==> src/rtl/irq_pkg.sv <==
package irq_pkg;
  localparam int unsigned NUM_LINES = 8;
  localparam int unsigned BASE_W    = 5;
  localparam int unsigned CASC_LINE = 2;

  typedef enum logic {
    SRC_MST = 1'b0,
    SRC_SLV = 1'b1
  } vec_src_e;
endpackage

==> src/rtl/irq_prio.sv <==
// Lowest set index wins (index 0 is most urgent)
module irq_prio #(
  parameter int unsigned WIDTH = 8,
  localparam int unsigned IDX_W = $clog2(WIDTH)
) (
  input  logic [WIDTH-1:0] vec_i,
  output logic [IDX_W-1:0] idx_o,
  output logic             any_o
);
  always_comb begin
    idx_o = '0;
    for (int i = WIDTH - 1; i >= 0; i--) begin
      if (vec_i[i]) idx_o = IDX_W'(i);
    end
    any_o = |vec_i;
  end
endmodule

==> src/rtl/irq_core.sv <==
module irq_core #(
  parameter int unsigned NUM_LINES = 8,
  parameter int unsigned BASE_W    = 5,
  localparam int unsigned IDX_W = $clog2(NUM_LINES),
  localparam int unsigned VEC_W = BASE_W + IDX_W
) (
  input  logic                 clk_i,
  input  logic                 rst_ni,
  input  logic [NUM_LINES-1:0] line_i,
  input  logic [BASE_W-1:0]    base_i,
  input  logic                 inta_i,
  input  logic                 eos_i,
  output logic                 intr_o,
  output logic [IDX_W-1:0]     win_o,
  output logic [VEC_W-1:0]     vec_o
);
  localparam logic [NUM_LINES-1:0] ONE = NUM_LINES'(1);

  logic [NUM_LINES-1:0] line_q, req_q, isr_q;
  logic [NUM_LINES-1:0] rise, blk, pend;
  logic [NUM_LINES-1:0] grant_mask, retire_mask;
  logic [IDX_W-1:0]     win, top_isr;
  logic                 any_pend, any_isr, ack_ok;
  logic [VEC_W-1:0]     vec_q;

  assign rise = line_i & ~line_q;

  // blk[i]: some line at index <= i is in service
  assign blk[0] = isr_q[0];
  for (genvar g = 1; g < NUM_LINES; g++) begin : g_blk
    assign blk[g] = blk[g-1] | isr_q[g];
  end

  assign pend = req_q & ~blk;

  irq_prio #(.WIDTH(NUM_LINES)) u_pend_prio (
    .vec_i(pend), .idx_o(win), .any_o(any_pend)
  );
  irq_prio #(.WIDTH(NUM_LINES)) u_isr_prio (
    .vec_i(isr_q), .idx_o(top_isr), .any_o(any_isr)
  );

  assign ack_ok      = inta_i & any_pend;
  assign grant_mask  = ack_ok ? (ONE << win) : '0;
  assign retire_mask = (eos_i & any_isr) ? (ONE << top_isr) : '0;

  always_ff @(posedge clk_i or negedge rst_ni) begin
    if (!rst_ni) begin
      line_q <= '0;
      req_q  <= '0;
      isr_q  <= '0;
      vec_q  <= '0;
    end else begin
      line_q <= line_i;
      req_q  <= (req_q & ~grant_mask) | rise;
      isr_q  <= (isr_q & ~retire_mask) | grant_mask;
      if (inta_i) vec_q <= {base_i, ack_ok ? win : IDX_W'(NUM_LINES - 1)};
    end
  end

  assign intr_o = any_pend;
  assign win_o  = win;
  assign vec_o  = vec_q;

  p_ack_sets_isr_r5: assert property (@(posedge clk_i) disable iff (!rst_ni)
    ack_ok |=> isr_q[$past(win)]);

  p_ack_clears_req_r5: assert property (@(posedge clk_i) disable iff (!rst_ni)
    ack_ok |=> (!req_q[$past(win)] || $past(rise[win])));

  p_no_equal_or_lower_r6: assert property (@(posedge clk_i) disable iff (!rst_ni)
    (ack_ok && any_isr) |-> (win < top_isr));

  p_eos_retires_one_r8: assert property (@(posedge clk_i) disable iff (!rst_ni)
    (eos_i && any_isr && !inta_i) |=>
      ($countones(isr_q) == $countones($past(isr_q)) - 1));

  p_spurious_no_change_r11: assert property (@(posedge clk_i) disable iff (!rst_ni)
    (inta_i && !any_pend && !eos_i) |=> (isr_q == $past(isr_q)));
endmodule

==> src/rtl/irq_vec_pair.sv <==
module irq_vec_pair
  import irq_pkg::*;
#(
  parameter int unsigned N_LINES = NUM_LINES,
  parameter int unsigned B_W     = BASE_W,
  parameter int unsigned CASC    = CASC_LINE,
  localparam int unsigned IDX_W  = $clog2(N_LINES),
  localparam int unsigned VEC_W  = B_W + IDX_W
) (
  input  logic                   clk_i,
  input  logic                   rst_ni,
  input  logic [2*N_LINES-1:0]   line_i,
  input  logic [B_W-1:0]         mst_base_i,
  input  logic [B_W-1:0]         slv_base_i,
  input  logic                   inta_i,
  input  logic                   eos_i,
  input  logic                   slv_eos_i,
  output logic                   intr_o,
  output logic [VEC_W-1:0]       vec_o,
  output logic                   vec_vld_o
);
  logic [N_LINES-1:0] mst_lines;
  logic               mst_intr, slv_intr, slv_ack;
  logic [IDX_W-1:0]   mst_win, slv_win;
  logic [VEC_W-1:0]   mst_vec, slv_vec;
  logic               vld_q;
  vec_src_e           src_q;

  for (genvar g = 0; g < N_LINES; g++) begin : g_mst_in
    if (g == CASC) begin : g_link
      assign mst_lines[g] = slv_intr;
    end else begin : g_ext
      assign mst_lines[g] = line_i[g];
    end
  end

  assign slv_ack = inta_i & mst_intr & (mst_win == IDX_W'(CASC));

  irq_core #(.NUM_LINES(N_LINES), .BASE_W(B_W)) u_mst (
    .clk_i, .rst_ni, .line_i(mst_lines), .base_i(mst_base_i),
    .inta_i, .eos_i, .intr_o(mst_intr), .win_o(mst_win), .vec_o(mst_vec)
  );

  irq_core #(.NUM_LINES(N_LINES), .BASE_W(B_W)) u_slv (
    .clk_i, .rst_ni, .line_i(line_i[2*N_LINES-1:N_LINES]), .base_i(slv_base_i),
    .inta_i(slv_ack), .eos_i(slv_eos_i), .intr_o(slv_intr), .win_o(slv_win),
    .vec_o(slv_vec)
  );

  always_ff @(posedge clk_i or negedge rst_ni) begin
    if (!rst_ni) begin
      vld_q <= 1'b0;
      src_q <= SRC_MST;
    end else begin
      vld_q <= inta_i;
      if (inta_i) src_q <= slv_ack ? SRC_SLV : SRC_MST;
    end
  end

  assign intr_o    = mst_intr;
  assign vec_vld_o = vld_q;
  assign vec_o     = (src_q == SRC_SLV) ? slv_vec : mst_vec;

  p_vld_follows_ack_r3: assert property (@(posedge clk_i) disable iff (!rst_ni)
    1'b1 |=> (vec_vld_o == $past(inta_i)));

  p_casc_index_r10: assert property (@(posedge clk_i) disable iff (!rst_ni)
    slv_ack |=> (vec_o[IDX_W-1:0] == $past(slv_win)));
endmodule

==> config.mk <==
export PLATFORM = sky130hd
export DESIGN_NAME = irq_vec_pair
export DESIGN_NICKNAME = d
export VERILOG_FILES = /design/src/rtl/irq_pkg.sv /design/src/rtl/irq_prio.sv /design/src/rtl/irq_core.sv /design/src/rtl/irq_vec_pair.sv
export SDC_FILE = /design/constraint.sdc
export NUM_CORES = 1
export LEC_CHECK = 0
export BUFFER_PORTS_ARGS = -buffer_cell sky130_fd_sc_hd__buf_4
export CORE_AREA = 2 2 75 77
export DETAILED_ROUTE_END_ITERATION = 6
export DIE_AREA = 0 0 77 79
export PLACE_DENSITY = 0.78
export REMOVE_ABC_BUFFERS = 1
export SYNTH_ARGS = -nofsm -noshare
export SYNTH_HDL_FRONTEND = slang
export SYNTH_SLANG_ARGS = --single-unit
==> constraint.sdc <==
create_clock -name clk_i -period 3 [get_ports clk_i]
set_input_delay 0.15 -clock clk_i [delete_from_list [all_inputs] [get_ports clk_i]]
set_output_delay 0.15 -clock clk_i [all_outputs]
set_load 0.05 [all_outputs]
=== Yosys cells after proc, flatten, opt, wreduce, memory -nomap -nowiden ===
Cells that the tools add are included.
W data, S select, Z words.

* Bitwise operators: 39
* Mux-type cells: 40
* Shifts and indexed selects: 4
* Equal/unequal tests: 1
* Reduce and logical (&&, ||, !) cells: 4

{| class="wikitable"
|+ Operators with widths
! operator !! count
|-
| $mux W3 || 34
|-
| $and A8 B8 Y8 || 8
|-
| $not A8 Y8 || 8
|-
| $mux W8 || 5
|-
| $or A8 B8 Y8 || 4
|-
| $reduce_or A8 Y1 || 4
|-
| $shl A1 B3 Y8 const A || 4
|-
| $or A1 B1 Y1 || 14
|-
| $and A1 B1 Y1 || 5
|-
| $eq A3 B2 Y1 const B || 1
|-
| $mux W1 || 1
|}

* Output and inout bits: 10
* Word-level logic and storage cells: 98
* Bits of input ports: 31
* Register bits: 66

=== Logic depth before layout (Yosys ltp) ===
Gate-level depths: netlist (run 1).

* Depth after elaboration: 24
* Mapped depth: 7

=== Hierarchy ===
From an unflattened synthesis (run 1), not the netlist that was laid out.

* Cells, all modules: 275
* Area total of the unflattened synthesis: 3016.6 sq um

{| class="wikitable"
|+ Modules (own cells, without submodules)
! module !! sequential area each (sq um) !! cells an instance !! times used !! area an instance (sq um)
|-
| irq_core || 800.8 || 104 || 2 || 1243.7
|-
| irq_prio || 0.0 || 13 || 4 || 81.3
|-
| irq_vec_pair || 50.0 || 15 || 1 || 203.9
|}

=== Worst setup path after synthesis (run 1) ===
OpenSTA, ideal clock, no wires.

* Path type: register to register
* Start point: reg u_mst.isr_q[0]
* End point: reg u_mst.req_q[6]
* Slack: 810 ps
* Cell stages (with the launch flop): 6
* Setup time: 121 ps
* Data arrival time: 2069 ps
* Path through: dfrtp_1 -> buf_6 -> or4_4 -> o41ai_4 -> or4b_4 -> a22o_1

* Cells in the longest elaborated chain, start to end: 22
* Elaborated cells between the ends (all ways): 24

{| class="wikitable"
|+ RTL lines
! element !! RTL line !! text
|-
| start, declared || irq_core.sv:19 || <nowiki>logic [NUM_LINES-1:0] line_q, req_q, isr_q;</nowiki>
|-
| start signal, assigned || irq_core.sv:56 || <nowiki>isr_q <= (isr_q & ~retire_mask) | grant_mask;</nowiki>
|-
| $or A1 B1 Y1 (7 in a row) || irq_core.sv:31 || <nowiki>assign blk[g] = blk[g-1] | isr_q[g];</nowiki>
|-
| $not A8 Y8 (*) || irq_core.sv:34 || <nowiki>assign pend = req_q & ~blk;</nowiki>
|-
| $and A8 B8 Y8 (*) || irq_core.sv:34 ||
|-
| $mux W3 (8 in a row) || irq_prio.sv:13 || <nowiki>if (vec_i[i]) idx_o = IDX_W'(i);</nowiki>
|-
| $shl A1 B3 Y8 || irq_core.sv:44 || <nowiki>assign grant_mask = ack_ok ? (ONE << win) : '0;</nowiki>
|-
| $mux W8 (*) || irq_core.sv:44 ||
|-
| $not A8 Y8 (*) || irq_core.sv:55 || <nowiki>req_q <= (req_q & ~grant_mask) | rise;</nowiki>
|-
| $and A8 B8 Y8 (*) || irq_core.sv:55 ||
|-
| $or A8 B8 Y8 (*) || irq_core.sv:55 ||
|-
| end signal, assigned || irq_core.sv:55 ||
|-
| end, declared || irq_core.sv:19 ||
|}

Every way passes the cells marked *; elsewhere a longest branch is shown, timed or not.
A chain may end at the register's enable or synchronous reset.

=== Final worst setup path (run 1) ===
* Start point: reg u_mst.isr_q[6]
* End point: reg u_mst.req_q[5]

* Cells in the longest elaborated chain, start to end: 17
* Elaborated cells between the ends (all ways): 19

{| class="wikitable"
|+ RTL lines
! element !! RTL line
|-
| $or A1 B1 Y1 (*) || irq_core.sv:31
|-
| $or A1 B1 Y1 || irq_core.sv:31
|-
| $not A8 Y8 (*) || irq_core.sv:34
|-
| $and A8 B8 Y8 (*) || irq_core.sv:34
|-
| $mux W3 (8 in a row) || irq_prio.sv:13
|-
| $shl A1 B3 Y8 || irq_core.sv:44
|-
| $mux W8 (*) || irq_core.sv:44
|-
| $not A8 Y8 (*) || irq_core.sv:55
|-
| $and A8 B8 Y8 (*) || irq_core.sv:55
|-
| $or A8 B8 Y8 (*) || irq_core.sv:55
|}

Marks and branches as above.

==> results of run 1 <==
## per-layer routing
metal  global-route usage, %  vias up  wire length [um]
li1                        -     1097                 -
met1                    27.6     1099              2670
met2                    35.9       54              2990
met3                    5.68       11               298
met4                    8.21        0                80
met5                       0        -                 0
## sequential cells by signal, indices dropped and copies added, names as in the netlist
register / flops
u_mst.isr_q: 8
u_mst.line_q: 8
u_mst.req_q: 8
u_mst.vec_o: 8
u_slv.isr_q: 8
u_slv.line_q: 8
u_slv.req_q: 8
u_slv.vec_o: 8
src_q: 1
vec_vld_o: 1
## area by class of cell
| cell class | count | share of cell area [%] |
|---|---|---|
| Timing Repair Buffer | 57 | 12.8 |
| Inverter | 32 | 3.29 |
| Tap cell | 72 | 2.47 |
| Clock inverter | 3 | 1.10 |
| Clock buffer | 13 | 3.80 |
| Sequential cell | 66 | 45.2 |
| Multi-Input combinational cell | 171 | 31.3 |
## cell families (layout without fill, tap and decap cells)
group | Yosys count | after routing | share of synthesized area (%)
DFF | 66 | 66 | 56.1
buffers and inverters | 38 | 105 | 5.14
muxes | 17 | 17 | 6.50
AOI/OAI and AO/OA | 73 | 73 | 17.3
and+or+nand+nor | 81 | 81 | 15.0
## critical path: cells and delay by family, from the launching register on
kind,cells,cell delay [ps]
compound gates,4,1220
flops,1,410
simple gates,1,550
## power by group through the flow
stage	clock [mW]	sequential, mW	combinational (mW)
floorplan	0	1.22	0.821
global placement	0	1.26	1.10
detailed placement	0	1.27	1.12
CTS	0.717	1.26	1.15
global route	0.750	1.29	1.25
finish	0.692	1.26	1.14
## metrics by stage
stage          instances  util [%]  hold slack (ps)  instance area, um^2
2_1_floorplan        269         -             -146                 2920
3_3_place_gp         382      62.1              269                 3310
3_5_place_dp         382      62.1              270                 3310
4_1_cts              414      68.4             10.8                 3650
5_1_grt              414      68.4             32.7                 3650
6_report             414      68.4             27.6                 3650
## worst max-delay path by stage
stage	startpoint	endpoint	slack, ps	depth (start not counted)
2_1_floorplan	u_mst.isr_q[0]	u_mst.req_q[6]	830	4
3_5_place_dp	u_mst.isr_q[0]	u_mst.req_q[6]	700	4
6_report	u_mst.isr_q[6]	u_mst.req_q[5]	680	5
4_1_cts	u_mst.isr_q[0]	u_mst.req_q[6]	700	4
5_1_grt	u_mst.isr_q[6]	u_mst.req_q[5]	520	5
3_3_place_gp	u_mst.isr_q[6]	u_mst.req_q[5]	730	5
## cells in the mapped netlist, types with 8 or more instances
cell type  instances  area [um^2]
a21oi_1            8         40.0
a22o_1            10         87.6
dfrtp_1           66         1650
inv_1             32          120
mux2_2            13          146
nand2_1           19         71.3
nand3_1            8         40.0
nor2_1            11         41.3
nor2b_1            8         50.1
nor3_1            12         60.1
o21ai_0           16         80.1
## repair_timing
item / in CTS / in global routing
hold buffers: 16 / 0
endpoints found under the hold margin: 81 / 0
setup buffers: 0 / 0
==> results.cfg, run 1 <==
[routing]
drcViolationCount = 0
wl_um = 6040
wire_per_inst_um = 14.6
first_iter_violations = 141
viasPerCell = 5.46
ant_nets = 0
first_pass_iters = 4
via_count = 2261

[die]
initial_utilization_pct = 55.2
rows = 27
dieArea_um2 = 6080
coreArea_um2 = 5340
dieHeight_um = 79
ios = 41
die_w_um = 77

[global_routing]
grt_remaining_overflow = 0
grt_pass1_vias = 2280
antenna_found_initial = 0
grt_pass1_wl_um = 10400
track_usage_pct = 21.7
grt_max_degree = 67

[cts]
cts_sinks = 66
clk_latency_ps = 330
clock_path_buffers = 2
clkTransAtPathRegs_ps = 70
cts_made_buffers = 9
root_buffer = clkbuf_8
cts_tree = done
cts_resized = 0
h-tree-depth = 3

[pwr]
p_sw_share_pct = 38.4
clkPwrFrac_pct = 22.3
p_int_mw = 1.91
p_comb_share_pct = 36.9
seqPwrFrac_pct = 40.7
ir_drop_mv = 0.570
leakage_nw = 1.71
total_power_mw = 3.10
switchingPower_mw = 1.19
p_per_area_nw_per_um2 = 848

[setup_path]
critPathRequiredTime_ps = 3180
r2r-start = u_mst.isr_q[6]
critPathMaxFanout = 4
path_class = flip-flop to flip-flop
critPathMaxStageDelay_ps = 550
reg2reg_slack_ps = 680
cp_slowest_cell = or4b_1
worstSetupEndpointType = flip-flop
rr_worst_depth = 5
r2r-end = u_mst.req_q[5]
start_kind = flip-flop
critPathArrivalTime_ps = 2510
path_cells = or4b_1 > a2bb2oi_1 > a21oi_1 > a2111oi_0 > o22ai_1

[status]
status = finished clean

[sta]
max_freq_ghz = 0.431
timing.final.crit_share_pct = 77.4
drv_slew = 0
grt_setup_unrepaired = false
fin_ws_ps = 678
finalSetupTns_ps = 0
finalHoldViolCount = 0
fin_crit_ps = 2320
final-setup-viol-count = 0
slew-limit-headroom_pct = 46.5
skew_ps = 5.22
tightestPinTransition_ps = 802

[cells_and_area]
layout_common_cells = 66 x dfrtp_1, 41 x buf_4, 32 x inv_1
area_growth_pct = 23.9
multi_input_area_um2 = 1140
layout.nets = 368
drive_gt1_share_pct = 21.3
final_common_cell = dfrtp_1
n_antenna_cell = 0
fillCellCount = 439
register_area_um2 = 1650

[synthesis]
ys_types = 45
postSynthAreaPerCell_um2 = 10.7
ys_ff_latch = 66
synthCells = 275
synthArstFlopShare_pct = 100
ys_warn_count = 0
syn-cell-area_um2 = 2950
synth_ff_type = dfrtp_1
synth_edf_count = 0
yosysSeqAreaShare_pct = 56.1

[hold_path]
min_path_type = input pin to flip-flop
min_to = u_slv.vec_o[4]
hold-path-cell-count = 2
hp-start = slv_base_i[1]

[placement]
port-buffer-count = 39
post-dp-hpwl_um = 4140
post-place-ws_ps = 703
gp_congestion = 0.898

[flow_run]
max_cap_viol_count = 0
No activity file was read; power rests on OpenSTA's default activity.
==> run 2, diff against run 1 <==
- clock period: 3 -> 2.4 ns (I/O delays scaled with it)
==> run 2 against run 1 <==
Sequential share of layout area decreased by 2.1 points; critical path depth decreased by 1; flip-flop and latch count unchanged.
==> results.cfg, run 2 (same netlist as run 1, synthesis figures left out) <==
[setup_path]
cp_slowest_cell = or4_4
r2r-end = u_mst.req_q[6]
critPathRequiredTime_ps = 2630
worstSetupEndpointType = flip-flop
r2r-start = u_mst.isr_q[2]
reg2reg_slack_ps = 220
path_class = flip-flop to flip-flop
path_cells = or4_4 > o41ai_4 > or4b_4 > a22o_1
critPathArrivalTime_ps = 2410
critPathMaxFanout = 4
start_kind = flip-flop
rr_worst_depth = 4
critPathMaxStageDelay_ps = 540

[cells_and_area]
final_util_pct = 71.8
layout_common_cells = 66 x dfrtp_1, 45 x buf_4, 32 x inv_1
drive_gt1_share_pct = 22.4
register_area_um2 = 1650
fillCellCount = 415
multi_input_area_um2 = 1140
layout.nets = 383
final_common_cell = dfrtp_1
final_cells = 429
area_growth_pct = 30.0
n_antenna_cell = 0

[placement]
gp_congestion = 0.960
dp.cells = 386
post-dp-hpwl_um = 4220
port-buffer-count = 39

[routing]
viasPerCell = 5.41
first_pass_iters = 5
drcViolationCount = 0
wl_um = 6210
first_iter_violations = 168
ant_nets = 0
via_count = 2322
wire_per_inst_um = 14.5

[hold_path]
hold-path-cell-count = 2
min_to = u_mst.vec_o[4]
min_path_type = input pin to flip-flop
hp-start = mst_base_i[1]

[cts]
post_cts_buffers = 0
h-tree-depth = 3
root_buffer = clkbuf_8
clk_latency_ps = 340
cts_made_buffers = 9
cts_sinks = 66
clkTransAtPathRegs_ps = 70
clock_path_buffers = 2
cts_tree = done

[flow_run]
max_cap_viol_count = 0

[sta]
slew-limit-headroom_pct = 46.5
tightestPinTransition_ps = 802
timing.final.crit_share_pct = 90.9
grt_setup_unrepaired = false
finalHoldViolCount = 0
max_freq_ghz = 0.458
drv_slew = 0
skew_ps = 9.46
finalSetupTns_ps = 0
fin_crit_ps = 2180
final-setup-viol-count = 0

[die]
dieHeight_um = 79
initial_utilization_pct = 55.2
coreArea_um2 = 5340
dieArea_um2 = 6080
ios = 41
die_w_um = 77
rows = 27

[pwr]
switchingPower_mw = 1.53
leakage_nw = 1.79
seqPwrFrac_pct = 38.3
p_sw_share_pct = 37.7
p_per_area_nw_per_um2 = 1060
p_comb_share_pct = 37.5
clkPwrFrac_pct = 24.3
p_int_mw = 2.52
ir_drop_mv = 0.691

[global_routing]
grt_pass1_vias = 2371
track_usage_pct = 22.7
grt_max_degree = 67
antenna_found_initial = 0
grt.met3_usage_pct = 7.39
top_usage_layer = met2
use_met1_pct = 27.2
grt_use_met2_pct = 38.4
grt_pass1_wl_um = 10700
grt_remaining_overflow = 0

[status]
status = finished clean
run 2: changes by cell type in the layout (fill, tap and decap cells not counted):
cell	previous run	this run
a2111oi_0	1	0
buf_4	41	45
clkinvlp_4	0	1
dlygate4sd3_1	16	27
clkinv_4	0	1
clkbuf_8	9	12
a2111oi_1	0	1
clkinv_2	2	0
clkbuf_1	4	1
run 2: how the worst max path moves through the flow:
stage	startpoint	endpoint	slack [ps]
after floorplan	u_mst.isr_q[0]	u_mst.req_q[6]	230
after global placement	u_mst.isr_q[6]	u_mst.req_q[5]	280
after detailed placement	u_mst.isr_q[6]	u_mst.req_q[5]	200
after CTS	u_mst.isr_q[6]	u_mst.req_q[5]	160
after global routing	u_mst.isr_q[6]	u_mst.req_q[5]	110
final	u_mst.isr_q[2]	u_mst.req_q[6]	220
run 2: metrics by stage:
stage	hold slack (ps)	power, mW	cell area, um^2	setup slack (ps)
after floorplan	-176	2.55	2920	229
after global placement	239	3.01	3340	281
after detailed placement	240	3.04	3340	198
after CTS	1.54	4.06	3810	157
after global routing	13.3	4.29	3830	110
final	26.3	4.04	3830	218
run 2: what timing repair did:
item                                   CTS  global route
hold buffers                            25             2
endpoints found under the hold margin   94             2
resized for setup                        0             1
setup endpoints to repair                0             1
run 2: cell type report:
class / count / area share, %
clock buffers: 13 / 4.41
repair buffers: 72 / 15.9
well taps: 72 / 2.35
clock inverters: 3 / 1.21
inverters: 32 / 3.14
multi-input cells: 171 / 29.9
flip-flops and latches: 66 / 43.1
run 2: power groups by stage:
stage               clock network [mW]  logic (mW)  registers (mW)
detailed placement                   0        1.47            1.57
global placement                     0        1.45            1.56
floorplan                            0        1.03            1.53
finish                           0.981        1.52            1.55
CTS                               1.00        1.51            1.55
global route                      1.06        1.65            1.58
run 2: routing by layer:
| layer | vias up | routed length (um) |
|---|---|---|
| li1 | 1129 | - |
| met1 | 1124 | 2710 |
| met2 | 57 | 3110 |
| met3 | 12 | 279 |
| met4 | 0 | 112 |
| met5 | - | 0 |
run 2: worst max-delay path, delay by kind of cell, from the launching register on:
family / cells / cell delay [ps]
compound gates: 2 / 560
simple gates: 2 / 1080
flops: 1 / 430
